`src/rtl/lfsr_div_pkg.sv`:
```
package lfsr_div_pkg;

  localparam int unsigned STAGES = 4;
  localparam int unsigned SEL_W  = 3;
  localparam int unsigned CNT_W  = 5;

  typedef enum logic [2:0] {
    MODE_FULL = 3'd0,
    MODE_P9   = 3'd1,
    MODE_P10  = 3'd2,
    MODE_P11  = 3'd3,
    MODE_P12  = 3'd4,
    MODE_P13  = 3'd5,
    MODE_P14  = 3'd6
  } mode_e;

  // Select code to sequencer mode; unused codes fall back to the full loop.
  function automatic mode_e sel_to_mode(input logic [SEL_W-1:0] s);
    mode_e m;
    case (s)
      3'd1:    m = MODE_P9;
      3'd2:    m = MODE_P10;
      3'd3:    m = MODE_P11;
      3'd4:    m = MODE_P12;
      3'd5:    m = MODE_P13;
      3'd6:    m = MODE_P14;
      default: m = MODE_FULL;
    endcase
    return m;
  endfunction

  // Loop length in clocks for a select code.
  function automatic logic [CNT_W-1:0] period_of(input logic [SEL_W-1:0] s);
    logic [CNT_W-1:0] p;
    case (s)
      3'd1, 3'd2, 3'd3, 3'd4, 3'd5, 3'd6: p = CNT_W'(8) + CNT_W'(s);
      default:                            p = CNT_W'(15);
    endcase
    return p;
  endfunction

  // Unmodified maximal-length feedback bit.
  function automatic logic base_fb(input logic [STAGES-1:0] q);
    return q[2] ^ q[3];
  endfunction

  // State in which a 1 is forced into stage 0 to jump ahead.
  function automatic logic skip_decode(input mode_e m, input logic [STAGES-1:0] q);
    logic hit;
    case (m)
      MODE_P9:  hit = !q[0] && !q[3];
      MODE_P10: hit =  q[0] &&  q[1] && !q[2];
      MODE_P11: hit = !q[0] && !q[1];
      MODE_P12: hit =  q[0] && !q[1] && !q[2];
      MODE_P13: hit =  q[0] && !q[1] &&  q[2];
      default:  hit = 1'b0;
    endcase
    return hit;
  endfunction

  // State in which stage 0 is forced to 0 (divide-by-14 only).
  function automatic logic kill_decode(input mode_e m, input logic [STAGES-1:0] q);
    return (m == MODE_P14) && q[0] && q[1] && q[2];
  endfunction

  // Period marker state: Q0..Q2 high, Q3 low.
  function automatic logic is_tick_state(input logic [STAGES-1:0] q);
    return q == 4'b0111;
  endfunction

endpackage

```
`src/rtl/lfsr_div_mode.sv`:
```
module lfsr_div_mode
  import lfsr_div_pkg::*;
(
  input  logic [SEL_W-1:0] sel,
  output mode_e            mode
);
  always_comb mode = sel_to_mode(sel);
endmodule

```
`src/rtl/lfsr_div_fb.sv`:
```
module lfsr_div_fb
  import lfsr_div_pkg::*;
(
  input  mode_e             mode,
  input  logic [STAGES-1:0] q,
  output logic              skip_hit,
  output logic              kill_hit,
  output logic              fb
);
  logic xor_term;

  always_comb begin
    xor_term = base_fb(q);
    skip_hit = skip_decode(mode, q);
    kill_hit = kill_decode(mode, q);
    fb       = kill_hit ? 1'b0 : (xor_term | skip_hit);
  end
endmodule

```
`src/rtl/lfsr_div_shift.sv`:
```
module lfsr_div_shift #(
  parameter int unsigned N = 4
) (
  input  logic         clk,
  input  logic         preset,
  input  logic         din,
  output logic [N-1:0] q
);
  genvar i;
  generate
    for (i = 0; i < N; i++) begin : g_stage
      logic d;
      if (i == 0) begin : g_head
        assign d = din;
      end else begin : g_link
        assign d = q[i-1];
      end
      always_ff @(posedge clk) begin
        if (preset) q[i] <= 1'b1;
        else        q[i] <= d;
      end
    end
  endgenerate
endmodule

```
`src/rtl/lfsr_div.sv`:
```
module lfsr_div
  import lfsr_div_pkg::*;
(
  input  logic             clk,
  input  logic             preset,
  input  logic [SEL_W-1:0] sel,
  output logic [STAGES-1:0] q,
  output logic             tick
);
  mode_e mode;
  logic  skip_hit;
  logic  kill_hit;
  logic  fb;

  lfsr_div_mode u_mode (
    .sel  (sel),
    .mode (mode)
  );

  lfsr_div_fb u_fb (
    .mode     (mode),
    .q        (q),
    .skip_hit (skip_hit),
    .kill_hit (kill_hit),
    .fb       (fb)
  );

  lfsr_div_shift #(.N(STAGES)) u_shift (
    .clk    (clk),
    .preset (preset),
    .din    (fb),
    .q      (q)
  );

  always_comb tick = is_tick_state(q);
endmodule

```
`config.mk`:
```
export PLATFORM = sky130hd
export DESIGN_NAME = lfsr_div
export DESIGN_NICKNAME = d
export VERILOG_FILES = /design/src/rtl/lfsr_div_pkg.sv /design/src/rtl/lfsr_div_mode.sv /design/src/rtl/lfsr_div_fb.sv /design/src/rtl/lfsr_div_shift.sv /design/src/rtl/lfsr_div.sv
export SDC_FILE = /design/constraint.sdc
export NUM_CORES = 1
export LEC_CHECK = 0
export BUFFER_PORTS_ARGS = -buffer_cell sky130_fd_sc_hd__buf_2
export CAP_MARGIN = 40
export CORE_AREA = 2 2 39 41
export CTS_CLUSTER_SIZE = 14
export DETAILED_ROUTE_END_ITERATION = 10
export DIE_AREA = 0 0 41 43
export GPL_TIMING_DRIVEN = 0
export PLACE_DENSITY_LB_ADDON = 0.25
export SYNTH_ARGS = -nofsm -noshare
export SYNTH_HDL_FRONTEND = slang
export SYNTH_SLANG_ARGS = --single-unit
export TNS_END_PERCENT = 50
```
`constraint.sdc`:
```
create_clock -name clk -period 1.1 [get_ports clk]
set_input_delay 0 -clock clk [delete_from_list [all_inputs] [get_ports clk]]
set_output_delay 0 -clock clk [all_outputs]
set_load 0.005 [all_outputs]
```
**Yosys cells after proc, flatten, opt, wreduce, memory -nomap -nowiden**

Index checks and enable logic that the tools add are counted.

- Register bits: 4
- Input port bits: 5
- Word-level logic and storage cells: 36

- Equal/unequal tests: 13
- Muxes and demuxes: 3
- Bitwise gates (word level): 2
- Reductions and logical operators: 14

Operators by type and width:

| kind | count |
|---|---|
| 3-bit == test, second input constant | 6 |
| 3-bit one-hot mux with 6 select lines | 1 |
| 3-bit by 2-bit == test with 1-bit output, second input constant | 4 |
| 1-bit logical AND | 10 |
| 3-bit by 1-bit == test with 1-bit output, second input constant | 2 |
| 1-bit one-hot mux with 5 select lines | 1 |
| 4-bit by 3-bit == test with 1-bit output, second input constant | 1 |
| 1-bit logical NOT | 4 |
| 1-bit two-way mux | 1 |
| 1-bit bitwise OR | 1 |
| 1-bit XOR | 1 |

**Logic depth before layout (Yosys ltp)**

Gate-level depths: netlist of run 1.

- Depth after elaboration: 7
- Mapped depth: 5

**Hierarchy**

From an unflattened synthesis of run 1, not the netlist that was laid out.

- Cell total of the unflattened synthesis: 31
- Area total of the unflattened synthesis: 260.2 sq um

By module, submodules not included:

| module | times used | cells an instance | area an instance (sq um) | sequential area each (sq um) |
|---|---|---|---|---|
| lfsr_div_shift | 1 | 11 | 127.6 | 80.1 |
| lfsr_div_fb | 1 | 16 | 100.1 | 0.0 |
| lfsr_div_mode | 1 | 3 | 22.5 | 0.0 |
| lfsr_div | 1 | 1 | 10.0 | 0.0 |

**Worst setup path after synthesis of run 1**

Ideal clock, no wire load.

- Path kind: reg2reg
- Start: reg u_shift.q[3]
- End: reg u_shift.q[0] (netlist: u_shift.g_stage[1].d)
- Data arrival time: 0.873 ns
- Data required time: 1.031 ns
- Slack: 0.158 ns
- Stages on the path, launching flop included: 6
- Clock period less this slack: 0.942 ns
- Cells stage by stage: dfxtp_1 > inv_1 > ha_1 > a31oi_1 > nor2_1 > o21ai_1

- Cells in the longest elaborated chain, start to end: 5

RTL lines:

| element | line | RTL |
|---|---|---|
| start, declared | lfsr_div_shift.sv:7 | `output logic [N-1:0] q` |
| start signal, assigned by index | lfsr_div_shift.sv:19 | `if (preset) q[i] <= 1'b1;` |
| start signal, assigned by index | lfsr_div_shift.sv:20 | `else q[i] <= d;` |
| 1-bit logical NOT | lfsr_div_pkg.sv:51 | `MODE_P9: hit = !q[0] && !q[3];` |
| 1-bit logical AND | lfsr_div_pkg.sv:51 |  |
| 1-bit one-hot mux with 5 select lines | lfsr_div_pkg.sv:50 | `case (m)` |
| 1-bit bitwise OR * | lfsr_div_fb.sv:16 | `fb = kill_hit ? 1'b0 : (xor_term \| skip_hit);` |
| 1-bit two-way mux * | lfsr_div_fb.sv:16 |  |

Mark *: on every way between the ends. The rest lies on a longest branch, timed or not.
A chain may end at the register's enable or synchronous reset.

**Final worst setup path of run 1**

- Start: reg u_shift.q[3]
- End: out tick

- Cells in the longest elaborated chain, start to end: 1

RTL lines:

| element | line | RTL |
|---|---|---|
| 4-bit by 3-bit == test with 1-bit output | lfsr_div_pkg.sv:68 | `return q == 4'b0111;` |
| end, declared | lfsr_div.sv:8 | `output logic tick` |

Every way passes these cells.

==> key figures, run 1 <==
Run status
  – Status: finished, final reports clean

Drt
  – Antenna viol nets, final: 0
  – First drt pass iteration count: 1
  – Via-per-instance ratio: 4.052
  – Vias: 235
  – Avg WL per Cell: 9.293 um
  – Drt total wl: 539 um
  – DRC violations left: 0
  – DRT iter0 DRCs: 0

Final layout
  – Nets: 50
  – Register Area: between 80 and 90 um^2
  – Layout cell share with drive strength beyond 1: 0.5238
  – Area growth syn-to-layout: 51.63%
  – Antenna cells: 0
  – Multi-input gate area: 123.9 um^2
  – # fillers: 158

Logic synthesis
  – Synth Area in Simple Gates: 0.2500
  – Syn_nets: 34
  – Synth Area in XOR/XNOR: 0
  – Yosys cell types: 17
  – Syn Std Cell Area: 230.2 um^2
  – Synth Area in Compound Gates: 0.2174
  – Gate Count Post-Synth: 28
  – Mux share of post-synthesis cell area: 0
  – Seq cells post-synth: 4
  – Largest family of logic cells by synthesized area: simple AND/OR/NAND/NOR gates
  – Synthesis Warnings: 0
  – Synth area leaders: dfxtp_1 35%, buf_4 9.8%, ha_1 5.4%
  – Synth top area share: 0.3478
  – Area leader, netlist: dfxtp_1
  – Adder-cell area share of the yosys netlist: 0.05435
  – Avg Inst Size Synth: 8.222 um^2
  – Seq/Total Area, Yosys: 0.3478

Die
  – Die width: 41 um
  – IO Pins: 10
  – Row count: 14
  – Starting Density: 0.1664
  – Core Area: roughly 0.0014 mm^2
  – Overall die area: 0.001763 mm^2
  – Die Span Y: between 40 and 50 um

Placed design
  – IO buf count: 9
  – Post-Place Worst Slack: 0.06811 ns
  – Post-DP HPWL: 369.1 um
  – Gpl congestion: roughly 0.64

STA
  – Final Hold Fails: 0
  – Final WS setup: 0.04575 ns
  – Worst-Margin Slew: 0.2450 ns
  – Setup-failing EPs final: 0
  – Crit share post-route: 0.9584
  – Fmax: 0.9485 GHz
  – Slew Limit Fails: 0
  – TNS Setup: 0 ns
  – Rel. slew slack: 0.8365
  – Fin Clk Skew: about 0.0044 ns
  – Tmin final: roughly 1.1 ns
  – Unrepaired setup endpoints after global routing: false

CTS
  – H-tree depth reported by CTS: 1
  – Clock-pin slew on the worst setup and hold paths: 0.04 ns
  – CTS buffer count: 3
  – CTS tree: done
  – Root buffer cell: clkbuf_4
  – Clock Latency Late Sink: 0.23 ns
  – Clock sink count: 4
  – Maximum root-to-sink buffer count: 2

Power and ir drop
  – Peak supply drop: 0.0004576 V
  – Leak: between 0.15 and 0.2 nW
  – Clock network power share: 0.423
  – Sequential share of power: 0.412
  – P per Cell Area: 1194 mW/mm^2
  – Sw Share: 0.2332
  – Power Internal: roughly 0.32 mW
  – Combinational share of power: 0.164
  – Psw: ~0.1 mW

Global routing
  – Antenna violations before repair: 0
  – First-pass GRT wire length: between 700 and 800 um
  – Gr usage total: 0.06720
  – Largest net degree at the start of global routing: 9
  – GRT Residual Overflow: 0
  – Number of global-route vias before repair: 190

Worst hold path
  – Worst Hold Depth: 3
  – HP Start: sel[0]
  – WHS Endpoint: u_shift.g_stage[1].d
  – Worst Hold Class: in2reg

Worst setup path
  – RR Endpoint: u_shift.g_stage[1].d
  – Reg-to-reg startpoint: u_shift.q[3]
  – Worst endpoint data arrival time: around 1.1 ns
  – CP Launch Type: flop
  – Peak fanout along the critical path: 2
  – Flop2flop setup slack: 0.12 ns
  – Worst path required time: 1.10 ns
  – Crit. End Element: output pin
  – R2r worst-path depth: 5
  – CP Class: reg2out

Job
  – Max-Cap Viols: 0
[power by group through the flow]
| stage | logic, mW | clock network [mW] | registers, mW |
|---|---|---|---|
| floorplan | 0.0386 | 0 | 0.168 |
| global route | 0.0772 | 0.201 | 0.174 |
| CTS | 0.0672 | 0.188 | 0.170 |
| global placement | 0.0624 | 0 | 0.173 |
| detailed placement | 0.0623 | 0 | 0.172 |
| finish | 0.0685 | 0.176 | 0.172 |
[cells by family (layout without fill, tap and decap cells)]
| kind of cell | after synthesis | in the layout |
|---|---|---|
| DFF | 4 | 4 |
| adders and majority gates | 1 | 1 |
| and+or+nand+nor | 10 | 10 |
| AOI/OAI and AO/OA | 8 | 8 |
| buffers and inverters | 5 | 19 |
[metrics by stage]
stage | area [um^2] | total power, mW | hold WS [ns] | std cells | util
floorplan | 230.2 | 0.2063 | 0.09714 | 28 | -
global placement | 295.3 | 0.2355 | 0.2250 | 53 | 0.2134
detailed placement | 295.3 | 0.2344 | 0.2314 | 53 | 0.2134
CTS | 336.6 | 0.4243 | 0.09171 | 58 | 0.2432
global route | 349.1 | 0.4515 | 0.1289 | 58 | 0.2523
finish | 349.1 | 0.4169 | 0.09863 | 58 | 0.2523
[cell usage in the layout, fill, tap and decap left out, drive strengths merged]
cell | netlist | routed
clkbuf | 0 | 3
dfxtp | 4 | 4
o31ai | 1 | 1
a32oi | 1 | 1
and3 | 1 | 1
nand2b | 1 | 1
inv | 2 | 2
and4b | 1 | 1
a31oi | 1 | 1
nand2 | 2 | 2
ha | 1 | 1
o21ai | 4 | 4
or2 | 3 | 3
dlygate4sd3 | 0 | 1
nor2 | 2 | 2
buf | 3 | 13
o21a | 1 | 1
[synth_stat cells (all sizes together)]
library cell  n
a31oi         1
a32oi         1
and3          1
and4b         1
buf           3
dfxtp         4
ha            1
inv           2
nand2         2
nand2b        1
nor2          2
o21a          1
o21ai         4
o31ai         1
or2           3
[flip-flops by register name, indices dropped and copies added (netlist names)]
signal / cells
u_shift.g_stage.d: 3
u_shift.q: 1
[critical path: stages, from the launching register on]
cell     delay, ns
dfxtp_2       0.32
inv_2         0.04
ha_1          0.18
and3_4        0.17
buf_6         0.11
[timing repair]
item	in CTS	in global routing
hold buffers	1	0
gates resized for setup	1	5
setup buffers	1	0
setup endpoints to repair	1	2
hold endpoints to repair	2	0
cloned	0	0
[layout make-up]
| type | instances | share of cell area |
|---|---|---|
| timing repair buffer | 11 | 0.1971 |
| tap | 16 | 0.05735 |
| inverter | 2 | 0.02151 |
| clock buffer | 3 | 0.06452 |
| buffer | 3 | 0.06452 |
| sequential | 4 | 0.2401 |
| multi-input combinational | 19 | 0.3548 |
[worst max path at each step]
stage | start | end | cells after the start
6_report | u_shift.q[3] | tick | 4
5_1_grt | u_shift.q[3] | tick | 4
4_1_cts | u_shift.q[3] | tick | 4
3_5_place_dp | u_shift.g_stage[2].d | u_shift.g_stage[1].d | 4
3_3_place_gp | u_shift.g_stage[2].d | u_shift.g_stage[1].d | 4
2_1_floorplan | u_shift.q[3] | u_shift.g_stage[1].d | 5
[per-layer routing]
layer	wire [um]	global-route usage	share of wire
met4	0	0.08000	0
met3	46	0.01571	0.085
met1	243	0.08333	0.45
met5	0	0	0
met2	249	0.08125	0.46
No activity file was read; power rests on OpenSTA's default activity.
==> inputs of run 2 (changes only) <==
--- a/config.mk
+++ b/config.mk
@@ -7,6 +7,8 @@
 export LEC_CHECK = 0
 export BUFFER_PORTS_ARGS = -buffer_cell sky130_fd_sc_hd__buf_2
 export CAP_MARGIN = 40
+export CELL_PAD_IN_SITES_DETAIL_PLACEMENT = 0
+export CELL_PAD_IN_SITES_GLOBAL_PLACEMENT = 1
 export CORE_AREA = 2 2 39 41
 export CTS_CLUSTER_SIZE = 14
 export DETAILED_ROUTE_END_ITERATION = 10
==> key figures, run 2 (synthesized netlist as in run 1, its figures left out) <==
Global routing
  – Gr busiest metal: met2 (was met1)
  – GR Util met3: 0.03141 (was 0.01571)
  – GRT met1 Usage: 0.08710 (was 0.08333)
  – Antenna violations before repair: 0 (unchanged)
  – First-pass GRT wire length: 821 um (was 752 um)
  – Global routing usage on met2: 0.09375 (was 0.08125)
  – Gr usage total: 0.07538 (was 0.06720)
  – Largest net degree at the start of global routing: 9 (unchanged)
  – Number of global-route vias before repair: 215 (was 190)
  – GRT Residual Overflow: 0 (unchanged)

CTS
  – Root buffer cell: clkbuf_4 (unchanged)
  – Maximum root-to-sink buffer count: 2 (unchanged)
  – Clock Latency Late Sink: 0.23 ns (about the same)
  – H-tree depth reported by CTS: 1 (unchanged)
  – CTS tree: done (unchanged)
  – Clock sink count: 4 (unchanged)
  – CTS buffer count: 3 (unchanged)
  – # Post-CTS Setup Buffers: 0 (was 1)
  – Clock-pin slew on the worst setup and hold paths: 0.04 ns (about the same)

Die
  – Overall die area: 0.001763 mm^2 (unchanged)
  – Die width: 41 um (unchanged)
  – IO Pins: 10 (unchanged)
  – Starting Density: 0.1664 (unchanged)
  – Die Span Y: 43 um (unchanged)
  – Core Area: 0.001384 mm^2 (unchanged)
  – Row count: 14 (unchanged)

Final layout
  – Layout cell share with drive strength beyond 1: 0.5366 (was 0.5238)
  – Commonest non-fill, non-tap cell in the layout: buf_2 (unchanged)
  – Nets: 49 (was 50)
  – # fillers: 164 (was 158)
  – Max FFs per register: 3 (unchanged)
  – Post-layout util: 0.2414 (was 0.2523)
  – Area growth syn-to-layout: 45.11% (was 51.63%)
  – Commonest cells after routing, fill and taps aside: 9 x buf_2, 3 x buf_4, 3 x clkbuf_4, 3 x dfxtp_2 (was 8 x buf_2, 4 x buf_4, 3 x clkbuf_4, 3 x dfxtp_2)
  – Antenna cells: 0 (unchanged)

Drt
  – Vias: 233 (was 235)
  – First drt pass iteration count: 4 (was 1)
  – Drt total wl: 514 um (was 539 um)
  – DRC violations left: 0 (unchanged)
  – Avg WL per Cell: 9.018 um (was 9.293 um)
  – Via-per-instance ratio: 4.088 (was 4.052)
  – DRT iter0 DRCs: 7 (was 0)
  – Antenna viol nets, final: 0 (unchanged)

Worst setup path
  – CP Class: reg2out (unchanged)
  – CP Launch Type: flop (unchanged)
  – Reg-to-reg startpoint: u_shift.g_stage[3].d (was u_shift.q[3])
  – Worst endpoint data arrival time: 1.06 ns (was 1.05 ns)
  – Crit. End Element: output pin (unchanged)
  – Flop2flop setup slack: 0.13 ns (was 0.12 ns)
  – RR Endpoint: u_shift.g_stage[1].d (unchanged)
  – Worst Setup SP: u_shift.q[3] (unchanged)
  – R2r worst-path depth: 4 (was 5)
  – Worst path required time: 1.10 ns (about the same)
  – Crit path to: tick (unchanged)
  – Peak fanout along the critical path: 2 (unchanged)

Power and ir drop
  – Leak: 0.1551 nW (was 0.1598 nW)
  – Tot Pwr: 0.4123 mW (was 0.4169 mW)
  – Peak supply drop: 0.0003501 V (was 0.0004576 V)
  – P per Cell Area: 1234 mW/mm^2 (was 1194 mW/mm^2)

STA
  – Tmin final: 1.057 ns (was 1.054 ns)
  – Final WS setup: 0.04268 ns (was 0.04575 ns)
  – Unrepaired setup endpoints after global routing: true (was false)
  – Setup-failing EPs final: 0 (unchanged)
  – TNS Setup: 0 ns (unchanged)
  – Fmax: 0.9458 GHz (was 0.9485 GHz)
  – Rel. slew slack: 0.8440 (was 0.8365)
  – Final Hold Fails: 0 (unchanged)
  – Slew Limit Fails: 0 (unchanged)
  – Crit share post-route: 0.9612 (was 0.9584)
  – Fin Clk Skew: 0.001501 ns (was 0.004396 ns)
  – Worst-Margin Slew: 0.2337 ns (was 0.2450 ns)

Worst hold path
  – Worst Hold Class: in2reg (unchanged)

Run status
  – Status: finished, final reports clean (unchanged)

Placed design
  – Gpl congestion: 0.6272 (was 0.6377)
  – IO buf count: 9 (unchanged)
  – Post-Place Worst Slack: 0.07338 ns (was 0.06811 ns)
  – Post-DP HPWL: 406.7 um (was 369.1 um)

Job
  – Max-Cap Viols: 0 (unchanged)
==> run 2: cell count changes in the layout (fill, tap and decap cells not counted), sizes merged <==
cell  delta
buf      -1
==> run 2: area by class of cell <==
cell class | instances | area (um^2) | area share
inverters | 2 | 7.507 | 0.02247
repair buffers | 10 | 55.05 | 0.1648
well taps | 16 | 20.02 | 0.05993
flip-flops and latches | 4 | 83.83 | 0.2509
clock buffers | 3 | 22.52 | 0.06742
multi-input cells | 19 | 122.6 | 0.3670
plain buffers | 3 | 22.52 | 0.06742
==> run 2: per-layer routing <==
| layer | share of wire | wire (um) |
|---|---|---|
| met4 | 0 | 0 |
| met2 | 0.47 | 242 |
| met3 | 0.091 | 47 |
| met1 | 0.43 | 223 |
| met5 | 0 | 0 |
==> run 2: worst max-delay path: stages (launching register included) <==
cell and delay (ns):
dfxtp_2 0.32, inv_2 0.04, ha_2 0.16, and3_2 0.19, buf_2 0.12
==> run 2: timing repair <==
action / CTS / global route
hold buffers: 1 / 0
gates resized for setup: 3 / 2
setup endpoints to repair: 1 / 2
hold endpoints to repair: 3 / 0
==> run 2: per-stage QoR <==
stage | area [um^2] | cells | hold WS [ns]
CTS | 330.3 | 57 | 0.08237
floorplan | 230.2 | 28 | 0.09714
global route | 334.1 | 57 | 0.1067
detailed placement | 295.3 | 53 | 0.2302
global placement | 295.3 | 53 | 0.2245
finish | 334.1 | 57 | 0.09004
==> run 2: report_power, final <==
group / internal [mW] / switching [mW]
clock network: 0.122 / 0.0539
registers: 0.156 / 0.0147
logic: 0.0393 / 0.0264
total: 0.317 / 0.0950
==> run 2: how the worst min path moves through the flow <==
stage          startpoint              endpoint  slack [ns]  depth (start not counted)
3_5_place_dp       preset  u_shift.g_stage[2].d        0.23                          2
3_3_place_gp       preset  u_shift.g_stage[3].d        0.22                          2
4_1_cts            sel[0]  u_shift.g_stage[1].d        0.08                          3
2_1_floorplan      preset  u_shift.g_stage[2].d         0.1                          1
5_1_grt            sel[0]  u_shift.g_stage[1].d        0.11                          3
6_report           sel[0]  u_shift.g_stage[1].d        0.09                          3
==> inputs of run 3 (changes only) <==
==> constraint.sdc (replaced) <==
create_clock -name clk -period 0.9 [get_ports clk]
set_input_delay 0 -clock clk [delete_from_list [all_inputs] [get_ports clk]]
set_output_delay 0 -clock clk [all_outputs]
set_load 0.005 [all_outputs]
==> key figures, run 3 (synthesized netlist as in run 1, its figures left out) <==
Worst setup path
  – RR Endpoint: u_shift.g_stage[1].d (unchanged)
  – Peak fanout along the critical path: 5 (was 2)
  – Worst endpoint data arrival time: 1.00 ns (was 1.06 ns)
  – R2r worst-path depth: 5 (was 4)
  – Worst path required time: 0.90 ns (was 1.10 ns)
  – Reg-to-reg startpoint: u_shift.q[3] (was u_shift.g_stage[3].d)
  – CP Launch Type: flop (unchanged)
  – Crit. End Element: output pin (unchanged)
  – CP Class: reg2out (unchanged)
  – Flop2flop setup slack: -0.05 ns (was 0.13 ns)

CTS
  – Maximum root-to-sink buffer count: 2 (unchanged)
  – Clock Latency Late Sink: 0.23 ns (about the same)
  – Root buffer cell: clkbuf_4 (unchanged)
  – H-tree depth reported by CTS: 1 (unchanged)
  – CTS buffer count: 3 (unchanged)
  – Clock-pin slew on the worst setup and hold paths: 0.03 ns (was 0.04 ns)
  – CTS tree: done (unchanged)
  – Clock sink count: 4 (unchanged)

Global routing
  – Antenna violations before repair: 0 (unchanged)
  – GRT Residual Overflow: 0 (unchanged)
  – Gr usage total: 0.06620 (was 0.07538)
  – First-pass GRT wire length: 779 um (was 821 um)
  – Number of global-route vias before repair: 190 (was 215)
  – Largest net degree at the start of global routing: 9 (unchanged)

STA
  – Fmax: 0.9976 GHz
  – Crit share post-route: 1.114
  – Unrepaired setup endpoints after global routing: true (unchanged)
  – TNS Setup: -0.1768 ns (was 0 ns)
  – Setup-failing EPs final: 3 (was 0)
  – Final WS setup: -0.1024 ns (was 0.04268 ns)
  – Final Hold Fails: 0 (unchanged)
  – Worst hold slack: 0.08702 ns (was 0.09004 ns)
  – Rel. slew slack: 0.8396 (was 0.8440)
  – Worst-Margin Slew: 0.2386 ns (was 0.2337 ns)
  – Fin Clk Skew: 0.0002034 ns (was 0.001501 ns)
  – Tmin final: 1.002 ns
  – Slew Limit Fails: 0 (unchanged)

Worst hold path
  – WHS Endpoint: u_shift.g_stage[1].d (unchanged)
  – Worst Hold Class: in2reg (unchanged)
  – HP Start: sel[0] (unchanged)
  – Worst Hold Depth: 3 (unchanged)

Die
  – Die Span Y: 43 um (unchanged)
  – Starting Density: 0.1664 (unchanged)
  – Overall die area: 0.001763 mm^2 (unchanged)
  – IO Pins: 10 (unchanged)
  – Die width: 41 um (unchanged)
  – Row count: 14 (unchanged)
  – Core Area: 0.001384 mm^2 (unchanged)

Final layout
  – Layout Cells excl Fill: 59 (was 57)
  – Max FFs per register: 3 (unchanged)
  – Design area: 381.6 um^2 (was 334.1 um^2)
  – Commonest non-fill, non-tap cell in the layout: buf_2 (unchanged)
  – Commonest cells after routing, fill and taps aside: 8 x buf_2, 4 x buf_4, 3 x o21ai_1, 3 x clkbuf_4, 3 x dfxtp_4 (was 9 x buf_2, 3 x buf_4, 3 x clkbuf_4, 3 x dfxtp_2)
  – Area growth syn-to-layout: 65.76% (was 45.11%)
  – Layout cell share with drive strength beyond 1: 0.5814 (was 0.5366)
  – Post-layout util: 0.2758 (was 0.2414)
  – Antenna cells: 0 (unchanged)
  – # fillers: 158 (was 164)
  – Nets: 51 (was 49)

Run status
  – Failing checks: negative setup slack
  – Status: finished, violations left (was finished, final reports clean)

Power and ir drop
  – Peak supply drop: 0.0006357 V (was 0.0003501 V)
  – Leak: 0.1685 nW (was 0.1551 nW)
  – Tot Pwr: 0.5082 mW (was 0.4123 mW)
  – P per Cell Area: 1332 mW/mm^2 (was 1234 mW/mm^2)

Drt
  – Drt total wl: 483 um (was 514 um)
  – DRC violations left: 0 (unchanged)
  – DRT iter0 DRCs: 1 (was 7)
  – Antenna viol nets, final: 0 (unchanged)
  – Vias: 236 (was 233)
  – Via-per-instance ratio: 4.000 (was 4.088)
  – First drt pass iteration count: 4 (unchanged)
  – Avg WL per Cell: 8.186 um (was 9.018 um)

Placed design
  – Placed insts: 53 (unchanged)
  – Placed Area: 311.5 um^2 (was 295.3 um^2)
  – IO buf count: 9 (unchanged)
  – Post-DP HPWL: 383.6 um (was 406.7 um)
  – Post-Place Worst Slack: -0.07643 ns (was 0.07338 ns)
  – Gpl congestion: 0.6487 (was 0.6272)

Job
  – Max-Cap Viols: 0 (unchanged)
-- run 3: worst max-delay path, cell delays in order, from the launching register on --
cell	delay (ns)
dfxtp_4	0.36
ha_4	0.15
and3_4	0.16
buf_6	0.10
-- run 3: final cells by class --
cell class              instances  area, um^2  area share
multi-input cells              19       136.4      0.3574
flip-flops and latches          4       92.59      0.2426
repair buffers                 12       80.08      0.2098
clock buffers                   3       22.52     0.05902
plain buffers                   3       22.52     0.05902
well taps                      16       20.02     0.05246
inverters                       2       7.507     0.01967
-- run 3: timing repair --
action | CTS | global route
hold buffers | 1 | 0
pin swaps | 0 | 3
setup buffers | 2 | 0
endpoints found under the hold margin | 3 | 0
resized for setup | 5 | 3
gates cloned | 0 | 0
endpoints found under the setup margin | 3 | 5
-- run 3: worst max path at each step --
stage | startpoint | end | slack, ns | depth (start not counted)
floorplan | u_shift.q[3] | u_shift.g_stage[1].d | -0.001 | 5
global placement | u_shift.g_stage[3].d | u_shift.g_stage[1].d | -0.09 | 4
detailed placement | u_shift.g_stage[3].d | u_shift.g_stage[1].d | -0.08 | 4
CTS | u_shift.q[3] | tick | -0.12 | 4
global route | u_shift.q[3] | tick | -0.14 | 4
finish | u_shift.g_stage[3].d | tick | -0.10 | 3
-- run 3: power breakdown --
part | switching [mW] | internal, mW
clock | 0.0620 | 0.148
sequential | 0.0201 | 0.189
combinational | 0.0331 | 0.0560
total | 0.115 | 0.393
-- run 3: routing by layer --
metal	vias up	routed length [um]	global-route usage
met5	-	0	0
met4	0	0	0.02000
met3	0	39	0.04712
met2	7	245	0.09375
met1	102	197	0.07692
li1	127	-	-
